$ cat config.mk
export PLATFORM = sky130hd
export DESIGN_NAME = hbl_boot_loader
export DESIGN_NICKNAME = d
export VERILOG_FILES = /design/src/rtl/hbl_pkg.sv /design/src/rtl/hbl_seq_ctrl.sv /design/src/rtl/hbl_byte_collector.sv /design/src/rtl/hbl_word_counter.sv /design/src/rtl/hbl_boot_loader.sv
export SDC_FILE = /design/constraint.sdc
export NUM_CORES = 1
export LEC_CHECK = 0
export BUFFER_PORTS_ARGS = -buffer_cell sky130_fd_sc_hd__buf_2
export CAP_MARGIN = 40
export CORE_ASPECT_RATIO = 0.6
export CORE_MARGIN = 1
export CORE_UTILIZATION = 58
export DETAILED_ROUTE_END_ITERATION = 10
export GPL_TIMING_DRIVEN = 0
export PLACE_DENSITY_LB_ADDON = 0.25
export SLEW_MARGIN = 0
export SYNTH_ARGS = -nofsm -noshare
export SYNTH_HDL_FRONTEND = slang
export SYNTH_SLANG_ARGS = --single-unit
$ cat constraint.sdc
create_clock -name clk -period 4.04 [get_ports clk]
set_input_delay 0.808 -clock clk [delete_from_list [all_inputs] [get_ports clk]]
set_output_delay 0.808 -clock clk [all_outputs]
set_load 0.02 [all_outputs]
$ cat src/rtl/hbl_pkg.sv
package hbl_pkg;

    localparam int HOST_AW = 3;
    localparam logic [2:0] HOST_BOOT_MODE = 3'b101;

    typedef enum logic [1:0] {
        HBL_IDLE = 2'd0,
        HBL_LOAD = 2'd1,
        HBL_DONE = 2'd2
    } hbl_state_e;

    typedef struct packed {
        logic capture;
        logic commit;
        logic finish;
    } hbl_ctrl_t;

    function automatic logic mode_selects_host(input logic c, input logic b, input logic a);
        return {c, b, a} == HOST_BOOT_MODE;
    endfunction

    function automatic logic addr_hit(input logic [HOST_AW-1:0] a, input int unsigned target);
        return a == HOST_AW'(target);
    endfunction

endpackage

$ cat src/rtl/hbl_seq_ctrl.sv
module hbl_seq_ctrl
    import hbl_pkg::*;
#(
    parameter int unsigned LAST_ADDR = 7
) (
    input  logic               clk,
    input  logic               rst,
    input  logic               mode_c,
    input  logic               mode_b,
    input  logic               mode_a,
    input  logic               host_wr,
    input  logic [HOST_AW-1:0] host_addr,
    input  logic               host_flag0,
    input  logic               terminal,
    output hbl_ctrl_t          ctrl
);

    hbl_state_e state_q;
    hbl_state_e state_d;

    always_comb begin
        ctrl.capture = (state_q == HBL_LOAD) && !host_flag0;
        ctrl.commit  = ctrl.capture && host_wr && addr_hit(host_addr, LAST_ADDR);
        ctrl.finish  = (state_q == HBL_LOAD) && (host_flag0 || (ctrl.commit && terminal));
    end

    always_comb begin
        state_d = state_q;
        if (ctrl.finish) begin
            state_d = HBL_DONE;
        end
    end

    always_ff @(posedge clk) begin
        if (rst) begin
            state_q <= mode_selects_host(mode_c, mode_b, mode_a) ? HBL_LOAD : HBL_IDLE;
        end else begin
            state_q <= state_d;
        end
    end

endmodule

$ cat src/rtl/hbl_byte_collector.sv
module hbl_byte_collector
    import hbl_pkg::*;
#(
    parameter int unsigned BYTE_W     = 8,
    parameter int unsigned NUM_BYTES  = 3,
    parameter int unsigned FIRST_ADDR = 5,
    localparam int unsigned WORD_W    = BYTE_W * NUM_BYTES,
    localparam int unsigned HELD      = NUM_BYTES - 1
) (
    input  logic               clk,
    input  logic               rst,
    input  logic               capture,
    input  logic               host_wr,
    input  logic [HOST_AW-1:0] host_addr,
    input  logic [BYTE_W-1:0]  host_byte,
    output logic [WORD_W-1:0]  word
);

    logic [BYTE_W-1:0] lane_q [HELD];

    for (genvar g = 0; g < HELD; g++) begin : g_lane
        always_ff @(posedge clk) begin
            if (rst) begin
                lane_q[g] <= '0;
            end else if (capture && host_wr && addr_hit(host_addr, FIRST_ADDR + g)) begin
                lane_q[g] <= host_byte;
            end
        end
    end

    always_comb begin
        word = '0;
        for (int i = 0; i < HELD; i++) begin
            word[WORD_W-1-i*BYTE_W -: BYTE_W] = lane_q[i];
        end
        word[BYTE_W-1:0] = host_byte;
    end

endmodule

$ cat src/rtl/hbl_word_counter.sv
module hbl_word_counter #(
    parameter int unsigned NUM_WORDS = 512,
    localparam int unsigned PA_W     = (NUM_WORDS > 1) ? $clog2(NUM_WORDS) : 1
) (
    input  logic            clk,
    input  logic            rst,
    input  logic            step,
    output logic [PA_W-1:0] addr,
    output logic            terminal
);

    localparam logic [PA_W-1:0] TOP = PA_W'(NUM_WORDS - 1);

    always_ff @(posedge clk) begin
        if (rst) begin
            addr <= '0;
        end else if (step) begin
            addr <= (addr == TOP) ? '0 : addr + 1'b1;
        end
    end

    assign terminal = (addr == TOP);

endmodule

$ cat src/rtl/hbl_boot_loader.sv
module hbl_boot_loader
    import hbl_pkg::*;
#(
    parameter int unsigned BYTE_W     = 8,
    parameter int unsigned NUM_BYTES  = 3,
    parameter int unsigned NUM_WORDS  = 512,
    parameter int unsigned FIRST_ADDR = 5,
    localparam int unsigned WORD_W    = BYTE_W * NUM_BYTES,
    localparam int unsigned PA_W      = (NUM_WORDS > 1) ? $clog2(NUM_WORDS) : 1,
    localparam int unsigned LAST_ADDR = FIRST_ADDR + NUM_BYTES - 1
) (
    input  logic               clk,
    input  logic               rst,
    input  logic               boot_mode_c,
    input  logic               boot_mode_b,
    input  logic               boot_mode_a,
    input  logic               host_wr,
    input  logic [HOST_AW-1:0] host_addr,
    input  logic [BYTE_W-1:0]  host_byte,
    input  logic               host_flag0,
    output logic               pm_we,
    output logic [PA_W-1:0]    pm_addr,
    output logic [WORD_W-1:0]  pm_wdata,
    output logic               boot_go
);

    hbl_ctrl_t         ctrl;
    logic              terminal;
    logic [PA_W-1:0]   word_addr;
    logic [WORD_W-1:0] word;

    hbl_seq_ctrl #(
        .LAST_ADDR (LAST_ADDR)
    ) u_ctrl (
        .clk        (clk),
        .rst        (rst),
        .mode_c     (boot_mode_c),
        .mode_b     (boot_mode_b),
        .mode_a     (boot_mode_a),
        .host_wr    (host_wr),
        .host_addr  (host_addr),
        .host_flag0 (host_flag0),
        .terminal   (terminal),
        .ctrl       (ctrl)
    );

    hbl_byte_collector #(
        .BYTE_W     (BYTE_W),
        .NUM_BYTES  (NUM_BYTES),
        .FIRST_ADDR (FIRST_ADDR)
    ) u_collect (
        .clk       (clk),
        .rst       (rst),
        .capture   (ctrl.capture),
        .host_wr   (host_wr),
        .host_addr (host_addr),
        .host_byte (host_byte),
        .word      (word)
    );

    hbl_word_counter #(
        .NUM_WORDS (NUM_WORDS)
    ) u_count (
        .clk      (clk),
        .rst      (rst),
        .step     (ctrl.commit),
        .addr     (word_addr),
        .terminal (terminal)
    );

    always_ff @(posedge clk) begin
        if (rst) begin
            pm_we    <= 1'b0;
            pm_addr  <= '0;
            pm_wdata <= '0;
            boot_go  <= 1'b0;
        end else begin
            pm_we   <= ctrl.commit;
            boot_go <= ctrl.finish;
            if (ctrl.commit) begin
                pm_addr  <= word_addr;
                pm_wdata <= word;
            end
        end
    end

endmodule

==> flow_summary_export.csv <==
group,metric,value,unit
run_status,outcome,"finished, final reports clean",
sta,setup_viol,0,
sta,tightest_slew,0.666,ns
cells_and_area,drive_above_1_share,0.220,
floorplanning,die_w,87.6,um
sta,finalCritPeriodShare,0.604,
synthesis,syn_inst,262,
global_route,grt_max_degree,11,
cells_and_area,fin_nets,347,
route,wl_per_cell,15.7,um
clock_network,cts-root-buf,"clkbuf_8",
place,numPortBuffers,52,
job,max_cap_viol_count,0,
critical_path,critPathKind,"in -> reg",
power,p_sw,274,uW
sta,clock.fmax,410,MHz
clock_network,cts_sinks,62,
route,detail_route.vias_per_cell,5.96,
critical_path,reg2reg_from,"u_ctrl.state_q[1]",
synthesis,async_flop_share,0,
route,routed_wl,6160,um
global_route,grt_pass1_vias,2018,
route,drc,0,
power,seqPwrFrac,0.528,
power,clockPowerShare,0.424,
cells_and_area,syn_to_final_growth,21.2,%
cells_and_area,finalNonFillerCells,392,
place,dp.cells,376,
global_route,antenna_found_initial,0,
global_route,grt_pass1_wl,9810,um
route,drt_iter0_drc,215,
power,power.density,398,mW/mm2
power,switching_share,0.223,
critical_path,r2r_slack,1.73,ns
place,gp_congestion,0.840,
sta,period_needed,2.44,ns
synthesis,synth_edf_count,18,
power,peakVddDrop,263,uV
cells_and_area,antenna_cells,0,
power,p_int,957,uW
synthesis,synth_common_cells,"dfxtp_1 (44), a21oi_1 (40), o21ai_0 (37)",
clock_network,clk_pin_slew,0.06,ns
floorplanning,start_util,0.612,
critical_path,startpoint,"host_flag0",
power,comb_power_share,0.048,
sta,hold_viol,0,
synthesis,yosysTopAreaCellShare,0.345,
sta,tns,0,ns
synthesis,synth_nets,282,
route,drtAntennaViolNets,0,
synthesis,ys.flop_type,"dfxtp_1",
place,hpwl,4360,um
critical_path,timing.rr.end,"u_collect.lane_q[0][4]",
synthesis,ys_seq_elements,62,
synthesis,yosysSeqAreaShare,0.557,
hold_path,hold_class,"reg -> reg",
sta,finClkSkew,0.00633,ns
clock_network,worstSkewPairLatency,0.34,ns
floorplanning,die_area,0.00468,mm2
cells_and_area,final_area,0.00309,mm2
critical_path,critical_path.endpoint,"u_collect.lane_q[0][4]",
clock_network,post_cts_resized,0,
floorplanning,coreArea,0.00417,mm2
power,power.total,1.23,mW
synthesis,ys_types,25,
synthesis,yosys_warnings,0,
synthesis,synth_area,0.00255,mm2
critical_path,crit_arrival,2.47,ns
synthesis,synth_most_common_cell,"dfxtp_1",
route,drt-pass1-iter-count,5,
floorplanning,rows,18,
power,p_leak,1.15,nW
synthesis,synth_area_per_cell,9.74,um2
clock_network,postCtsSetupRepairBufs,0,
clock_network,htree_levels,3,
global_route,overflow,0,
route,vias,2335,
sta,drv_slew,0,
sta,relSlewSlack,0.554,
place,placedInstanceArea,0.00290,mm2
critical_path,crit_path_end_kind,"flip-flop",
floorplanning,die_y,53.4,um
sta,rsz0062_at_grt,"false",
synthesis,yosysTopAreaCell,"dfxtp_1",
clock_network,cts_tree,"built",
critical_path,worst_r2r_path_depth,5,
synthesis,synthTopCellsByArea,"dfxtp_1 (35%), edfxtp_1 (21%), a21oi_1 (7.8%)",
global_route,track_usage,0.290,
clock_network,clockBufferDepth,2,
clock_network,cts.hold.buffers_added,0,
floorplanning,ioPinCount,53,
critical_path,critical_path_required,4.07,ns
critical_path,cp_max_fo,10,
clock_network,numCtsBuffers,9,
critical_path,crit_path_start_kind,"input port",
worst max-delay path, cell delays in order:
cell	delay [ns]
buf_2	0.12
or3b_4	0.38
buf_6	0.16
clkbuf_1	0.21
o31ai_1	0.49
buf_2	0.30
logic make-up after synthesis:
logic type / after synthesis / synth area share
mux: 3 / 0.0118
flops: 62 / 0.557
simple gates: 78 / 0.187
compound gates: 89 / 0.190
fa+ha+maj: 2 / 0.00981
buf+inv: 28 / 0.0441
sequential cells by signal (all words and copies together) (netlist names):
| name | flops |
|---|---|
| boot_go | 1 |
| pm_addr | 9 |
| pm_wdata | 24 |
| pm_we | 1 |
| u_collect.lane_q | 16 |
| u_count.addr | 9 |
| u_ctrl.state_q | 2 |
power by group through the flow:
stage / sequential, mW / clock [mW] / combinational [mW]
3_5_place_dp: 0.663 / 0 / 0.0576
2_1_floorplan: 0.664 / 0 / 0.0303
5_1_grt: 0.650 / 0.556 / 0.0638
4_1_cts: 0.650 / 0.522 / 0.0579
6_report: 0.650 / 0.522 / 0.0591
3_3_place_gp: 0.663 / 0 / 0.0556
area by class of cell:
cell class                      count  area [um2]
Clock inverter                      2        11.3
Timing Repair Buffer               54         270
Clock buffer                       14         184
Tap cell                           60        75.1
Multi-Input combinational cell    172        1020
Inverter                            5        18.8
Fill cell                         301        1070
Sequential cell                    62        1420
Buffer                             23        93.8
layer usage:
metal | up-vias | wire [um] | GRT usage | part of all wire
met2 | 124 | 2640 | 0.415 | 0.43
met5 | - | 0 | 0 | 0
met3 | 10 | 511 | 0.0936 | 0.083
met4 | 0 | 89 | 0.0902 | 0.014
li1 | 1104 | - | - | -
met1 | 1097 | 2930 | 0.411 | 0.47
per-stage QoR:
stage	utilization	setup slack (ns)	hold slack, ns
2_1_floorplan	-	1.42	0.454
3_3_place_gp	0.693	0.941	0.460
3_5_place_dp	0.695	1.30	0.465
4_1_cts	0.742	1.63	0.474
5_1_grt	0.742	1.53	0.500
6_report	0.742	1.60	0.473
worst min-delay path by stage:
| stage | startpoint | end | slack [ns] | cells past startpoint |
|---|---|---|---|---|
| after global routing | pm_wdata[6] | pm_wdata[6] | 0.50 | 2 |
| after detailed placement | pm_wdata[17] | pm_wdata[17] | 0.47 | 2 |
| after CTS | pm_wdata[1] | pm_wdata[1] | 0.47 | 2 |
| after global placement | pm_wdata[21] | pm_wdata[21] | 0.46 | 2 |
| final | pm_wdata[17] | pm_wdata[17] | 0.47 | 2 |
| after floorplan | u_count.addr[7] | pm_addr[7] | 0.45 | 2 |
cell usage in the layout (no fill, tap or decap), drive strengths merged:
master	n
nor4	6
buf	56
clkinv	1
and2	16
mux2i	3
and4	1
o21ai	37
nand3	36
a21oi	40
nor3	3
o311ai	5
nand2	4
nand4	3
nand2b	3
clkbuf	35
a311o	1
dfxtp	44
edfxtp	18
or4	4
ha	2
inv	6
or3b	1
o31ai	6
nor3b	1
No activity file was read; power rests on OpenSTA's default activity.
